[config.mk]
export PLATFORM = sky130hd
export DESIGN_NAME = frac_baud_gen
export DESIGN_NICKNAME = d
export VERILOG_FILES = /design/src/rtl/fbg_pkg.sv /design/src/rtl/fbg_rst_sync.sv /design/src/rtl/fbg_frac_accum.sv /design/src/rtl/fbg_period_ctr.sv /design/src/rtl/fbg_subdiv.sv /design/src/rtl/frac_baud_gen.sv
export SDC_FILE = /design/constraint.sdc
export NUM_CORES = 1
export LEC_CHECK = 0
export BUFFER_PORTS_ARGS = -buffer_cell sky130_fd_sc_hd__buf_4
export CAP_MARGIN = 20
export CORE_ASPECT_RATIO = 0.6
export CORE_MARGIN = 3
export CORE_UTILIZATION = 52
export DETAILED_ROUTE_END_ITERATION = 7
export PLACE_DENSITY_LB_ADDON = 0.2
export SYNTH_ARGS = -nofsm -noshare
export SYNTH_HDL_FRONTEND = slang
export SYNTH_SLANG_ARGS = --single-unit
[constraint.sdc]
create_clock -name clk -period 1.4 [get_ports clk]
set_input_delay 0.14 -clock clk [delete_from_list [all_inputs] [get_ports clk]]
set_output_delay 0.14 -clock clk [all_outputs]
set_load 0.005 [all_outputs]
[src/rtl/fbg_pkg.sv]
package fbg_pkg;
  parameter int unsigned FBG_INT_W    = 16;
  parameter int unsigned FBG_FRAC_W   = 6;
  parameter int unsigned FBG_OS_RATIO = 16;
  parameter int unsigned FBG_SYNC_STAGES = 2;
endpackage

[src/rtl/fbg_rst_sync.sv]
module fbg_rst_sync #(
  parameter int unsigned STAGES = 2
) (
  input  logic clk,
  input  logic rst_n,
  output logic rst_sync_n
);
  logic [STAGES-1:0] sync_q;
  logic [STAGES-1:0] sync_d;

  always_comb begin
    sync_d = {sync_q[STAGES-2:0], 1'b1};
  end

  always_ff @(posedge clk or negedge rst_n) begin
    if (!rst_n) sync_q <= '0;
    else        sync_q <= sync_d;
  end

  assign rst_sync_n = sync_q[STAGES-1];
endmodule

[src/rtl/fbg_frac_accum.sv]
module fbg_frac_accum #(
  parameter int unsigned FRAC_W = 6
) (
  input  logic              clk,
  input  logic              rst_n,
  input  logic              clear,
  input  logic              step,
  input  logic [FRAC_W-1:0] frac,
  output logic              carry
);
  logic [FRAC_W-1:0] phase_q;
  logic [FRAC_W-1:0] phase_d;
  logic [FRAC_W:0]   sum;

  // One extra bit holds the overflow of the phase addition.
  always_comb begin
    sum   = {1'b0, phase_q} + {1'b0, frac};
    carry = sum[FRAC_W];
  end

  always_comb begin
    phase_d = phase_q;
    if (clear)     phase_d = '0;
    else if (step) phase_d = sum[FRAC_W-1:0];
  end

  always_ff @(posedge clk or negedge rst_n) begin
    if (!rst_n) phase_q <= '0;
    else        phase_q <= phase_d;
  end
endmodule

[src/rtl/fbg_period_ctr.sv]
module fbg_period_ctr #(
  parameter int unsigned INT_W = 16
) (
  input  logic             clk,
  input  logic             rst_n,
  input  logic             enable,
  input  logic [INT_W-1:0] div_int,
  input  logic             stretch,
  output logic             tick,
  output logic             running,
  output logic             load,
  output logic             clear
);
  logic [INT_W-1:0] remain_q;
  logic [INT_W-1:0] remain_d;
  logic             run_q;
  logic             run_d;
  logic             at_boundary;
  logic             zero_div;

  always_comb begin
    at_boundary = !run_q || (remain_q == '0);
    zero_div    = (div_int == '0);
  end

  // Next-state: a new period length is taken only at a boundary.
  always_comb begin
    run_d    = run_q;
    remain_d = remain_q;
    load     = 1'b0;
    clear    = 1'b0;
    if (!enable) begin
      run_d    = 1'b0;
      remain_d = '0;
      clear    = 1'b1;
    end else if (at_boundary) begin
      if (zero_div) begin
        run_d    = 1'b0;
        remain_d = '0;
        clear    = 1'b1;
      end else begin
        run_d    = 1'b1;
        load     = 1'b1;
        // length D+stretch, stored as remaining cycles minus one
        remain_d = div_int - INT_W'(!stretch);
      end
    end else begin
      remain_d = remain_q - 1'b1;
    end
  end

  always_ff @(posedge clk or negedge rst_n) begin
    if (!rst_n) begin
      run_q    <= 1'b0;
      remain_q <= '0;
    end else begin
      run_q    <= run_d;
      remain_q <= remain_d;
    end
  end

  assign tick    = run_q && (remain_q == '0);
  assign running = run_q;
endmodule

[src/rtl/fbg_subdiv.sv]
module fbg_subdiv #(
  parameter int unsigned RATIO = 16
) (
  input  logic clk,
  input  logic rst_n,
  input  logic clear,
  input  logic tick_in,
  output logic tick_out
);
  localparam int unsigned CW = (RATIO > 1) ? $clog2(RATIO) : 1;
  localparam logic [CW-1:0] LAST = CW'(RATIO - 1);

  logic [CW-1:0] cnt_q;
  logic [CW-1:0] cnt_d;
  logic          wrap;

  always_comb begin
    wrap  = (cnt_q == LAST);
    cnt_d = cnt_q;
    if (clear)        cnt_d = '0;
    else if (tick_in) cnt_d = wrap ? '0 : cnt_q + 1'b1;
  end

  always_ff @(posedge clk or negedge rst_n) begin
    if (!rst_n) cnt_q <= '0;
    else        cnt_q <= cnt_d;
  end

  assign tick_out = tick_in && wrap;
endmodule

[src/rtl/frac_baud_gen.sv]
module frac_baud_gen
  import fbg_pkg::*;
#(
  parameter int unsigned INT_W    = FBG_INT_W,
  parameter int unsigned FRAC_W   = FBG_FRAC_W,
  parameter int unsigned OS_RATIO = FBG_OS_RATIO
) (
  input  logic              clk,
  input  logic              rst_n,
  input  logic              enable,
  input  logic [INT_W-1:0]  div_int,
  input  logic [FRAC_W-1:0] div_frac,
  output logic              os_tick,
  output logic              baud_tick
);
  logic rst_core_n;
  logic stretch;
  logic running;
  logic load;
  logic clear;

  fbg_rst_sync #(.STAGES(FBG_SYNC_STAGES)) u_rst (
    .clk        (clk),
    .rst_n      (rst_n),
    .rst_sync_n (rst_core_n)
  );

  fbg_frac_accum #(.FRAC_W(FRAC_W)) u_accum (
    .clk   (clk),
    .rst_n (rst_core_n),
    .clear (clear),
    .step  (load),
    .frac  (div_frac),
    .carry (stretch)
  );

  fbg_period_ctr #(.INT_W(INT_W)) u_period (
    .clk     (clk),
    .rst_n   (rst_core_n),
    .enable  (enable),
    .div_int (div_int),
    .stretch (stretch),
    .tick    (os_tick),
    .running (running),
    .load    (load),
    .clear   (clear)
  );

  fbg_subdiv #(.RATIO(OS_RATIO)) u_subdiv (
    .clk      (clk),
    .rst_n    (rst_core_n),
    .clear    (!running),
    .tick_in  (os_tick),
    .tick_out (baud_tick)
  );
endmodule

==> results of run 1 <==
## metrics by stage
stage	worst slack [ns]	utilization [%]
3_5_place_dp	-1.52	83.1
3_3_place_gp	-1.39	83.1
2_1_floorplan	-1.36	-
## cells by family after synthesis
logic type | synth area share [%]
AO/OA/AOI/OAI | 16.7
adder cells (fa/ha/maj) | 7.78
flip-flops | 35.8
XOR/XNOR | 12.5
multiplexers | 0.494
buffers and inverters | 3.64
AND/OR/NAND/NOR | 22.9
other | 0.185
==> impl_results.md, run 1 <==
* Status: stopped before the end
* Halt Stage: clock tree synthesis
* First Err: [ERROR DPL-0033] detailed placement checks failed during check placement.
* Mapped Area at 0.00203 mm²
* FP Rows at 16
* Cell with the most instances after synthesis: dfrtp_1
* Io pins at 27
* Cells after Synth at about 220
* HPWL Detailed at roughly 4.8 mm
* Area share of the largest cell type after synthesis at a little over a third
* Post-cts sizing count at 57
* Num CTS Buffers at 5
* Sequential share of the synthesized area at roughly 36%
* Main synth FF type: dfrtp_1
* CTS max path bufs at 2
* Die Wd at roughly 87 µm
* Die height at between 50 and 60 µm
* Port bufs at 26
* H-Tree Depth at 2
* Post-synth EDFFs at 0
* Syn_nets at around 260
* Unique masters post-synth at 46
* Ys async rst share at 100%
* Post-CTS setup buffer count at 32
* Placer Congestion at between 0.8 and 0.9
* Post-CTS Hold Buffers at 1
* FF+latch count, synth at 29
* Initial Util at around three fifths
* Leading area contributor after synthesis: dfrtp_1
* Root Buffer: clkbuf_8
* Synth area leaders: dfrtp_1 (36%), xnor2_1 (7.8%), ha_1 (6.8%), xor2_1 (4.8%), nand2_1 (3.9%)
* Avg Cell Area, Syn at around 9.3 µm²
* Top cells by count, synth: dfrtp_1 (29), nand2_1 (21), nor2_1 (18), xnor2_1 (18), nand3_1 (14)
* Post-Place Cells at around 360
* Clk sinks at 29
* Placed Area at roughly 0.0029 mm²
* Ys Warns at 0
==> run 2, diff against run 1 <==
--- a/config.mk
+++ b/config.mk
@@ -7,11 +7,10 @@
 export LEC_CHECK = 0
 export BUFFER_PORTS_ARGS = -buffer_cell sky130_fd_sc_hd__buf_4
 export CAP_MARGIN = 20
-export CORE_ASPECT_RATIO = 0.6
 export CORE_MARGIN = 3
-export CORE_UTILIZATION = 52
+export CORE_UTILIZATION = 40
 export DETAILED_ROUTE_END_ITERATION = 7
-export PLACE_DENSITY_LB_ADDON = 0.2
+export PLACE_DENSITY_LB_ADDON = 0.15
 export SYNTH_ARGS = -nofsm -noshare
 export SYNTH_HDL_FRONTEND = slang
 export SYNTH_SLANG_ARGS = --single-unit
==> constraint.sdc (replaced) <==
create_clock -name clk -period 1.8 [get_ports clk]
set_input_delay 0.18 -clock clk [delete_from_list [all_inputs] [get_ports clk]]
set_output_delay 0.18 -clock clk [all_outputs]
set_load 0.005 [all_outputs]
==> run 2 against run 1 <==
Synthesized cell count is the same. The flow now finishes, with violations (negative setup slack). Synthesized area is the same.
==> impl_results.md, run 2 <==
* Util after Layout at around 65%
* Most common library cell in the layout ignoring fill and taps: buf_4
* Max reg flops at 16
* CTS tree: done
* Fin. Hold Viols at 0
* Min-Delay Path Class: input port to async pin
* HPWL Detailed at 3.73 mm (-22%)
* Failing checks: negative setup slack
* CP Class: flop to flop
* Largest net degree at the start of global routing at 28
* Cells after Synth at 219 (unchanged)
* Most frequent cells in the layout: buf_4 (68), dfrtp_1 (28), nand2_1 (19)
* Placer Congestion at 0.791 (-10%)
* Post-route ant nets at 0
* Crit-path slowest cell: or4b_4
* Startpoint types: flop
* Sequential share of the synthesized area at 35.8% (unchanged)
* Gr ovfl total at 0
* RSZ-0062 raised after global routing: true
* Clock insertion delay at the later pin of the skew report at between 0.2 and 0.3 ns
* Iter 0 DRT Violations at 109
* Clk slew on worst S/H paths at 0.07 ns
* H-Tree Depth at 2 (unchanged)
* Critical Path AT at between 2 and 3 ns
* Ys Warns at 0 (unchanged)
* Crit path buffers/inverters at 1
* Initial Util at 42.1% (-16 points)
* 1st-pass router iterations at 4
* P_leak at 1.39 nW
* Routed met3 length at about 150 µm
* Pins over their slew limit at 0
* Post-synth EDFFs at 0 (unchanged)
* Cell family with most CP delay: simple AND/OR/NAND/NOR gates
* Status: complete, but fails checks
* Ys async rst share at 100% (unchanged)
* Most common cell on crit path: ha_4
* R2r setup slk at -1.02 ns
* Global-route wire length before repair at between 8 and 9 mm
* Cell with the most instances after synthesis: dfrtp_1
* VDD IR max at between 0.4 and 0.5 mV
* Core ar. at ~0.0048 mm²
* Num CTS Buffers at 5 (unchanged)
* Final Skew at about 0.0086 ns
* Slew @ Worst Pin at roughly 0.57 ns
* Final Cycle Share at 156%
* Layout fillers at between 400 and 500
* Synth area leaders: dfrtp_1 (36%), xnor2_1 (7.8%), ha_1 (6.8%), xor2_1 (4.8%), nand2_1 (3.9%)
* Avg Vias per Cell at approximately 5.2
* Biggest register: u_period.remain_q
* Main synth FF type: dfrtp_1
* Synth-to-layout area growth at 53.5%
* Number of global-route vias before repair at roughly 1900
* GRT Total Usage at 18.5%
* FP Rows at 25 (+9)
* Finish-stage setup viols at 19
* Mapped Area at 0.00203 mm² (unchanged)
* Total Nets Final at around 340
* CP Max Fanout at 4
* Unique masters post-synth at 46 (unchanged)
* Met1 WL at approximately 2.5 mm
* Met2 WL post-DR at ~2.6 mm
* DR WL/cell at between 10 and 15 µm
* Port bufs at 26 (unchanged)
* CTS max path bufs at 2 (unchanged)
* Post-route DRC violation count at 0
* Final wirelength at between 5 and 6 mm
* Largest regs: u_period.remain_q x16, u_accum.phase_q x6, u_subdiv.cnt_q x4
* Peak Freq at between 300 and 400 MHz
* Root Buffer: clkbuf_8
* Share of post-route cells with drive strength above 1 at a little over two fifths
* Leading area contributor after synthesis: dfrtp_1
* Antenna Cells at 0
* Io pins at 27 (unchanged)
* Max-cap violations at 0
* Max_slew headroom at between 60% and 70%
* Avg Cell Area, Syn at 9.26 µm² (unchanged)
* Clk sinks at 29 (unchanged)
* FF+latch count, synth at 29 (unchanged)
* Pwr dens at 852 mW/mm²
* Crit path largest cell delay at 0.52 ns
* Syn_nets at 256 (unchanged)
* Antenna violations before repair at 0
* Vias at slightly below 2000
* Crit-path cells: ha_2, inv_2, fa_2, nor2b_1, o21ai_1, nand2_1, a21o_1, a21oi_2, ha_4, ha_4, or4b_4, nor3_4, mux2i_1, a221oi_2
* WP data required at a little under 2 ns
* Highest Signal Layer: met4
* TNS Setup at -11.62 ns
* Setup WS post-layout at -1.02 ns
* R2R Path End: u_period.remain_q[14]
* Top cells by count, synth: dfrtp_1 (29), nand2_1 (21), nor2_1 (18), xnor2_1 (18), nand3_1 (14)
* Die height at 77.2 µm (+42%)
* Cells on worst reg2reg path at 14
* Die Wd at 77.2 µm (-11%)
* Tmin final at ~2.8 ns
* Worst flop-to-flop path startpoint: u_accum.phase_q[0]
* Crit. End Element: flop
* Die area at 0.00596 mm²
* Area share of the largest cell type after synthesis at 35.8% (unchanged)
-- run 2: cell counts after synthesis --
Identical to the previous run, type by type.
-- run 2: cell families after synthesis --
group,count (synthesis),synth area share [%]
adders and majority gates,12,7.78
muxes,1,0.494
other,1,0.185
xor gates and xnor gates,29,12.5
buffers and inverters,16,3.64
and+or+nand+nor,87,22.9
AOI/OAI and AO/OA,44,16.7
DFF,29,35.8
-- run 2: power by group --
group          switching (mW)  internal [mW]  total [mW]  leakage, nW
sequential              0.102          0.762       0.864        0.377
clock                   0.252          0.345       0.598       0.0542
combinational           0.561          0.628        1.19        0.957
total                   0.916           1.73        2.65         1.39
-- run 2: timing repair --
| action | 4_1_cts | 5_1_grt |
|---|---|---|
| cloned | 0 | 1 |
| endpoints found under the hold margin | 2 | 0 |
| pin swaps | 21 | 23 |
| endpoints found under the setup margin | 27 | 24 |
| setup buffers | 13 | 9 |
| gates resized for setup | 29 | 28 |
| hold buffers | 1 | 0 |
-- run 2: how the worst max path moves through the flow --
stage | startpoint | to | slack (ns) | cells after the start
5_1_grt | u_accum.phase_q[0] | u_period.remain_q[15] | -1.14 | 15
3_5_place_dp | u_accum.phase_q[0] | u_period.remain_q[14] | -1.09 | 14
4_1_cts | u_accum.phase_q[0] | u_period.remain_q[14] | -1.0 | 14
6_report | u_accum.phase_q[0] | u_period.remain_q[14] | -1.02 | 14
2_1_floorplan | u_accum.phase_q[0] | u_period.remain_q[14] | -0.96 | 14
3_3_place_gp | u_accum.phase_q[0] | u_period.remain_q[14] | -1.0 | 14
-- run 2: per-stage QoR --
| step | hold WS [ns] | total power [mW] | instance area, µm² | instances | setup WS (ns) |
|---|---|---|---|---|---|
| 5_1_grt | 0.208 | 2.83 | 3110 | 372 | -1.14 |
| 4_1_cts | 0.200 | 2.54 | 2940 | 365 | -0.998 |
| 3_5_place_dp | -0.0364 | 1.80 | 2610 | 345 | -1.09 |
| 2_1_floorplan | -0.116 | 1.44 | 2080 | 219 | -0.956 |
| 3_3_place_gp | -0.0372 | 1.80 | 2610 | 345 | -0.999 |
| 6_report | 0.214 | 2.65 | 3110 | 372 | -1.02 |
-- run 2: cell type report --
class	instances	area [µm²]	area share, %
Clock buffer	7	96.3	3.10
Multi-Input combinational cell	174	1490	47.8
Inverter	11	41.3	1.33
Timing Repair Buffer	83	672	21.6
Clock inverter	1	5.00	0.161
Sequential cell	29	727	23.4
Tap cell	67	83.8	2.69
-- run 2: layer usage --
metal  global-route usage (%)  vias up
li1                         -      966
met1                     25.2      915
met2                     29.4       35
met3                     3.87        6
met4                     5.87        0
met5                        0        -
Note: power is estimated with default switching activity, not from simulation.
==> run 3, diff against run 2 <==
--- a/config.mk
+++ b/config.mk
@@ -8,7 +8,7 @@
 export BUFFER_PORTS_ARGS = -buffer_cell sky130_fd_sc_hd__buf_4
 export CAP_MARGIN = 20
 export CORE_MARGIN = 3
-export CORE_UTILIZATION = 40
+export CORE_UTILIZATION = 43
 export DETAILED_ROUTE_END_ITERATION = 7
 export PLACE_DENSITY_LB_ADDON = 0.15
 export SYNTH_ARGS = -nofsm -noshare
==> run 3 against run 2 <==
The run still ends with negative setup slack left. Utilization is 2.8 points higher. Flip-flop and latch count stayed put. Critical path depth is 1 higher. Largest cell class unchanged. Sequential power hardly changed. Worst hold slack worse by 0.0024 ns.
==> impl_results.md, run 3 (synthesis gave the netlist of run 2 again) <==
* P_leak at 1.33 nW (-4.6%)
* Io pins at 27 (unchanged)
* Switching part of the total power at 35.0% (+0.44 points)
* Antenna Cells at 0 (unchanged)
* Iter 0 DRT Violations at 106 (-2.8%)
* Most frequent cells in the layout: buf_4 (67), dfrtp_1 (28), nand2_1 (17)
* 1st-pass router iterations at 4 (unchanged)
* Max reg flops at 16 (unchanged)
* Crit-path cells: ha_2, inv_2, fa_2, nor2b_1, o21ai_1, nand2_1, a21o_1, a21oi_2, ha_4, ha_4, or4b_4, buf_4, nor2_4, xnor2_2, o32ai_1
* RSZ-0062 raised after global routing: true
* CP Class: flop to flop
* Largest regs: u_period.remain_q x16, u_accum.phase_q x6, u_subdiv.cnt_q x4
* Post-route DRC violation count at 0 (unchanged)
* Crit path largest cell delay at 0.52 ns (about the same)
* Gr ovfl total at 0 (unchanged)
* Clock insertion delay at the later pin of the skew report at 0.28 ns (about the same)
* Multi-input logic area at 0.00151 mm² (+1.3%)
* Cell family with most CP delay: simple AND/OR/NAND/NOR gates
* Final Cycle Share at 155% (-1.2 points)
* Min-Delay Path Class: input port to flop
* Crit path buffers/inverters at 2 (+1)
* Register area at 727 µm² (unchanged)
* Clk slew on worst S/H paths at 0.06 ns (about the same)
* DR WL/cell at 15.2 µm (+6.0%)
* Die area at 0.00557 mm² (-6.4%)
* Antenna violations before repair at 0 (unchanged)
* Logic gate share of total power at 45.6% (+0.7 points)
* Pins over their slew limit at 0 (unchanged)
* Most common library cell in the layout ignoring fill and taps: buf_4
* Total Nets Final at 332 (-2.6%)
* Placed Area at 0.00257 mm² (-1.3%)
* Failing checks: negative setup slack
* Synth-to-layout area growth at 47.8%
* CP Max Fanout at 4 (unchanged)
* Cells on worst reg2reg path at 15 (+1)
* Number of global-route vias before repair at 1850 (-2.0%)
* Largest net degree at the start of global routing at 28 (unchanged)
* Startpoint types: flop
* CTS max path bufs at 2 (unchanged)
* Crit. End Element: flop
* Final Non-Filler Cells at 347 (-6.7%)
* Die Wd at 74.7 µm (-3.3%)
* Worst flop-to-flop path startpoint: u_accum.phase_q[0]
* Post-Layout Inst Area at 0.00300 mm² (-3.7%)
* Setup WS post-layout at -0.994 ns (+0.0224 ns)
* Place WS at -1.09 ns (-0.00163 ns)
* Final wirelength at 5.28 mm (-1.1%)
* Tmin final at 2.79 ns (-0.0224 ns)
* Placer Congestion at 0.842 (+6.3%)
* Peak Freq at 358 MHz (+0.80%)
* Util after Layout at 67.4% (+2.8 points)
* HPWL Detailed at 3.73 mm (about the same)
* Post-route ant nets at 0 (unchanged)
* Setup crit end: u_period.remain_q[8]
* WP data required at 1.95 ns (about the same)
* Tot Pwr at 2.57 mW (-3.0%)
* Max-cap violations at 0 (unchanged)
* Critical Path AT at 2.94 ns (-0.02 ns)
* CTS tree: done
* Max_slew headroom at 61.2% (-0.32 points)
* Core ar. at 0.00444 mm² (-7.7%)
* Share of post-route cells with drive strength above 1 at 44.4% (+0.47 points)
* R2R Path End: u_period.remain_q[8]
* Slew @ Worst Pin at 0.577 ns (+0.00474 ns)
* Fin. Hold Viols at 0 (unchanged)
* Die height at 74.7 µm (-3.3%)
* Global-route wire length before repair at 8.64 mm (-2.2%)
* Pint at 1.67 mW (-3.7%)
* Finish-stage setup viols at 18 (-1)
* TNS Setup at -11.06 ns (+0.553 ns)
* VDD IR max at 0.492 mV (+19%)
* GRT Total Usage at 20.4% (+1.9 points)
* WP depth at 15 (+1)
* Port bufs at 26 (unchanged)
* R2r setup slk at -0.99 ns (+0.02 ns)
* Biggest register: u_period.remain_q
* Status: complete, but fails checks
* Layout fillers at 366 (-13%)
* Crit path launch: u_accum.phase_q[0]
* Num CTS Buffers at 5 (unchanged)
* Most common cell on crit path: ha_4
* Sequential power share at 33.5% (+0.9 points)
* Vias at 1938 (+0.83%)
* Final Skew at 0.00804 ns (-0.000520 ns)
* Sw Pwr at 899 µW (-1.8%)
* Crit-path slowest cell: or4b_4
* Initial Util at 45.6% (+3.5 points)
* H-Tree Depth at 2 (unchanged)
* Avg Vias per Cell at 5.59 (+8.1%)
* FP Rows at 24 (-4.0%)
* Pwr dens at 858 mW/mm² (+0.69%)
* Post-Place Cells at 328 (-4.9%)
* Hold slack at 0.212 ns (-0.00243 ns)
* Root Buffer: clkbuf_8
* Clk sinks at 29 (unchanged)
* Clock power share at 20.9% (-1.6 points)
[run 3: cell types whose count changed in the layout (fill, tap and decap cells not counted), moves of 3 or more]
cell / before / now
a21oi_1: 9 / 6
a21oi_2: 1 / 5
buf_6: 13 / 3
nand2_2: 0 / 3
[run 3: worst register-to-register path, cell delays in order (launching register included)]
cell and delay (ns):
dfrtp_1 0.38, ha_2 0.18, inv_2 0.05, fa_2 0.19, nor2b_1 0.05, o21ai_1 0.13, nand2_1 0.09, a21o_1 0.17
a21oi_2 0.15, ha_4 0.16, ha_4 0.12, or4b_4 0.52, buf_4 0.17, nor2_4 0.11, xnor2_2 0.11, o32ai_1 0.08
[run 3: power by group through the flow]
stage / Sequential [mW] / Clock [mW] / Combinational (mW)
floorplan: 0.869 / 0 / 0.574
global placement: 0.862 / 0 / 0.924
detailed placement: 0.862 / 0 / 0.933
CTS: 0.860 / 0.548 / 1.11
global route: 0.876 / 0.579 / 1.29
finish: 0.861 / 0.537 / 1.17
[run 3: how the worst min path moves through the flow]
stage	startpoint	end	slack [ns]	cells past startpoint
floorplan	rst_n	u_rst.sync_q[0]	-0.12	0
global placement	rst_n	u_rst.sync_q[1]	-0.04	1
detailed placement	rst_n	u_rst.sync_q[1]	-0.04	1
CTS	div_int[12]	u_period.remain_q[12]	0.20	3
global route	div_int[12]	u_period.remain_q[12]	0.21	3
finish	div_int[12]	u_period.remain_q[12]	0.21	3
[run 3: layer usage]
layer | GRT usage (%) | part of all wire (%)
met5 | 0 | 0
met4 | 6.32 | 1.6
met3 | 4.27 | 3.9
met1 | 28.6 | 47
met2 | 31.7 | 48
[run 3: timing repair]
action | 4_1_cts | 5_1_grt
pin swaps | 20 | 19
setup endpoints to repair | 22 | 25
endpoints found under the hold margin | 2 | 0
gates cloned | 0 | 2
hold buffers | 1 | 0
resized for setup | 22 | 28
setup buffers | 16 | 5
[run 3: layout make-up]
class / instances / area share [%]
Inverter: 11 / 1.38
Sequential cell: 29 / 24.3
Tap cell: 52 / 2.17
Timing Repair Buffer: 73 / 19.1
Clock buffer: 7 / 2.88
Multi-Input combinational cell: 175 / 50.2
==> run 4, diff against run 3 <==
--- a/config.mk
+++ b/config.mk
@@ -11,6 +11,8 @@
 export CORE_UTILIZATION = 43
 export DETAILED_ROUTE_END_ITERATION = 7
 export PLACE_DENSITY_LB_ADDON = 0.15
+export RECOVER_POWER = 25
+export SKIP_LAST_GASP = 1
 export SYNTH_ARGS = -nofsm -noshare
 export SYNTH_HDL_FRONTEND = slang
 export SYNTH_SLANG_ARGS = --single-unit
==> run 4 against run 3 <==
The flow still finishes with violations (negative setup slack). Utilization grew 1.5 points. Die area is the same. Fmax shrank 1.4%.
==> impl_results.md, run 4 (synthesis gave the netlist of run 2 again) <==
* Most frequent cells in the layout: buf_4 (74), dfrtp_1 (28), nand2_1 (17)
* Max reg flops at 16 (unchanged)
* Avg Vias per Cell at 5.55 (-0.69%)
* Clk slew on worst S/H paths at 0.06 ns (about the same)
* Status: complete, but fails checks
* P_leak at 1.37 nW (+3.6%)
* Synth-to-layout area growth at 51.2%
* CTS tree: done
* CP Class: flop to flop
* Largest net degree at the start of global routing at 28 (unchanged)
* Final wirelength at 5.44 mm (+3.1%)
* Startpoint types: flop
* Pins over their slew limit at 0 (unchanged)
* CTS max path bufs at 2 (unchanged)
* Critical Path AT at 2.98 ns (+0.04 ns)
* Crit path largest cell delay at 0.52 ns (about the same)
* Post-route DRC violation count at 0 (unchanged)
* Crit. End Element: flop
* 1st-pass router iterations at 4 (unchanged)
* H-Tree Depth at 2 (unchanged)
* GRT Total Usage at 20.1% (-0.29 points)
* HPWL Detailed at 3.73 mm (unchanged)
* Vias at 1980 (+2.2%)
* Post-Place Cells at 328 (unchanged)
* Placed Area at 0.00257 mm² (unchanged)
* Antenna Cells at 0 (unchanged)
* Hold slack at 0.210 ns (-0.00152 ns)
* Global-route wire length before repair at 8.52 mm (-1.4%)
* Number of global-route vias before repair at 1836 (-0.76%)
* Final Cycle Share at 157% (+2.1 points)
* Die height at 74.7 µm (unchanged)
* Num CTS Buffers at 5 (unchanged)
* DR WL/cell at 15.2 µm (+0.24%)
* Peak Freq at 353 MHz (-1.4%)
* Most common library cell in the layout ignoring fill and taps: buf_4
* VDD IR max at 0.489 mV (-0.67%)
* Antenna violations before repair at 0 (unchanged)
* Crit-path cells: ha_2, inv_2, fa_2, nor2b_1, o21ai_1, nand2_1, a21o_1, a21oi_2, ha_4, ha_4, or4b_4, buf_4, nor2_4, xnor2_2, o32ai_1
* Biggest register: u_period.remain_q
* Port bufs at 26 (unchanged)
* Crit path buffers/inverters at 2 (unchanged)
* R2r setup slk at -1.03 ns (-0.04 ns)
* R2R Path End: u_period.remain_q[8]
* Post-Layout Inst Area at 0.00307 mm² (+2.3%)
* Cell family with most CP delay: simple AND/OR/NAND/NOR gates
* Failing checks: negative setup slack
* Die Wd at 74.7 µm (unchanged)
* Cells on worst reg2reg path at 15 (unchanged)
* FP Rows at 24 (unchanged)
* Clock insertion delay at the later pin of the skew report at 0.28 ns (about the same)
* Root Buffer: clkbuf_8
* Most common cell on crit path: ha_4
* Min-Delay Path Class: input port to async pin
* Crit-path slowest cell: or4b_4
* Initial Util at 45.6% (unchanged)
* Total Nets Final at 342 (+3.0%)
* Post-route ant nets at 0 (unchanged)
* Gr ovfl total at 0 (unchanged)
* CP Max Fanout at 4 (unchanged)
* Tmin final at 2.83 ns (+0.0385 ns)
* Die area at 0.00557 mm² (unchanged)
* Share of post-route cells with drive strength above 1 at 45.6% (+1.2 points)
* Max-cap violations at 0 (unchanged)
* WP data required at 1.94 ns (about the same)
* Slew @ Worst Pin at 0.694 ns (+0.116 ns)
* Max_slew headroom at 53.8% (-7.4 points)
* Clk sinks at 29 (unchanged)
* Pwr dens at 855 mW/mm² (-0.26%)
* Placer Congestion at 0.842 (unchanged)
* RSZ-0062 raised after global routing: true
* Final Non-Filler Cells at 357 (+2.9%)
* Setup WS post-layout at -1.03 ns (-0.0385 ns)
* Fin. Hold Viols at 0 (unchanged)
* Final Skew at 0.00692 ns (-0.00112 ns)
* Largest regs: u_period.remain_q x16, u_accum.phase_q x6, u_subdiv.cnt_q x4
* Core ar. at 0.00444 mm² (unchanged)
* Layout fillers at 352 (-3.8%)
* Iter 0 DRT Violations at 98 (-7.5%)
* Finish-stage setup viols at 20 (+2)
* Io pins at 27 (unchanged)
* Worst flop-to-flop path startpoint: u_accum.phase_q[0]
## run 4: cell count changes in the layout (fill, tap and decap cells not counted)
| cell | before | now |
|---|---|---|
| clkbuf_2 | 0 | 1 |
| buf_6 | 3 | 4 |
| a21oi_2 | 5 | 4 |
| buf_4 | 67 | 74 |
| a21oi_1 | 6 | 7 |
| clkbuf_1 | 1 | 2 |
## run 4: worst max path at each step
stage                            endpoint                from  slack [ns]  cells past startpoint
global route         u_period.remain_q[8]  u_accum.phase_q[0]       -1.21                     15
detailed placement  u_period.remain_q[14]  u_accum.phase_q[0]       -1.09                     14
CTS                 u_period.remain_q[14]  u_accum.phase_q[0]       -0.96                     14
floorplan           u_period.remain_q[14]  u_accum.phase_q[0]       -0.96                     14
finish               u_period.remain_q[8]  u_accum.phase_q[0]       -1.03                     15
global placement    u_period.remain_q[14]  u_accum.phase_q[0]       -1.03                     14
## run 4: what timing repair did
action                                 CTS  global route
resized for setup                       18            32
endpoints found under the hold margin    2             0
hold buffers                             1             0
setup endpoints to repair               22            25
buffers inserted                        16             5
pin swaps                               20            20
gates cloned                             0             2
## run 4: layout make-up
type | count | area (µm²) | share of cell area, %
repair buffers | 83 | 644 | 21.0
multi-input cells | 175 | 1500 | 49.0
inverters | 11 | 41.3 | 1.35
well taps | 52 | 65.1 | 2.12
flip-flops and latches | 29 | 727 | 23.7
clock buffers | 7 | 86.3 | 2.82
## run 4: worst reg2reg max path, stage by stage, from the launching register on
cell,delay (ns)
dfrtp_1,0.38
ha_2,0.18
inv_2,0.05
fa_2,0.20
nor2b_1,0.05
o21ai_1,0.15
nand2_1,0.09
a21o_1,0.17
a21oi_2,0.15
ha_4,0.16
ha_4,0.12
or4b_4,0.52
buf_4,0.17
nor2_4,0.11
xnor2_2,0.11
o32ai_1,0.09
## run 4: per-layer routing
layer / vias up / part of all wire (%) / GRT usage, %
li1: 973 / - / -
met1: 944 / 44 / 28.0
met2: 51 / 49 / 31.5
met3: 12 / 5.0 / 4.14
met4: 0 / 2.1 / 6.32
met5: - / 0 / 0
## run 4: metrics by stage
step                power [mW]  TNS, ns  setup slack, ns  util, %
floorplan                 1.44    -8.74           -0.956        -
global placement          1.79   -11.97            -1.03     57.9
detailed placement        1.80   -12.75            -1.09     57.9
CTS                       2.50   -11.67           -0.964     64.6
global route              2.79   -16.08            -1.21     69.0
finish                    2.62   -12.63            -1.03     69.0
## run 4: report_power, final
part | switching [mW] | internal, mW
Clock | 0.232 | 0.303
Sequential | 0.0987 | 0.762
Combinational | 0.579 | 0.648
Total | 0.910 | 1.71
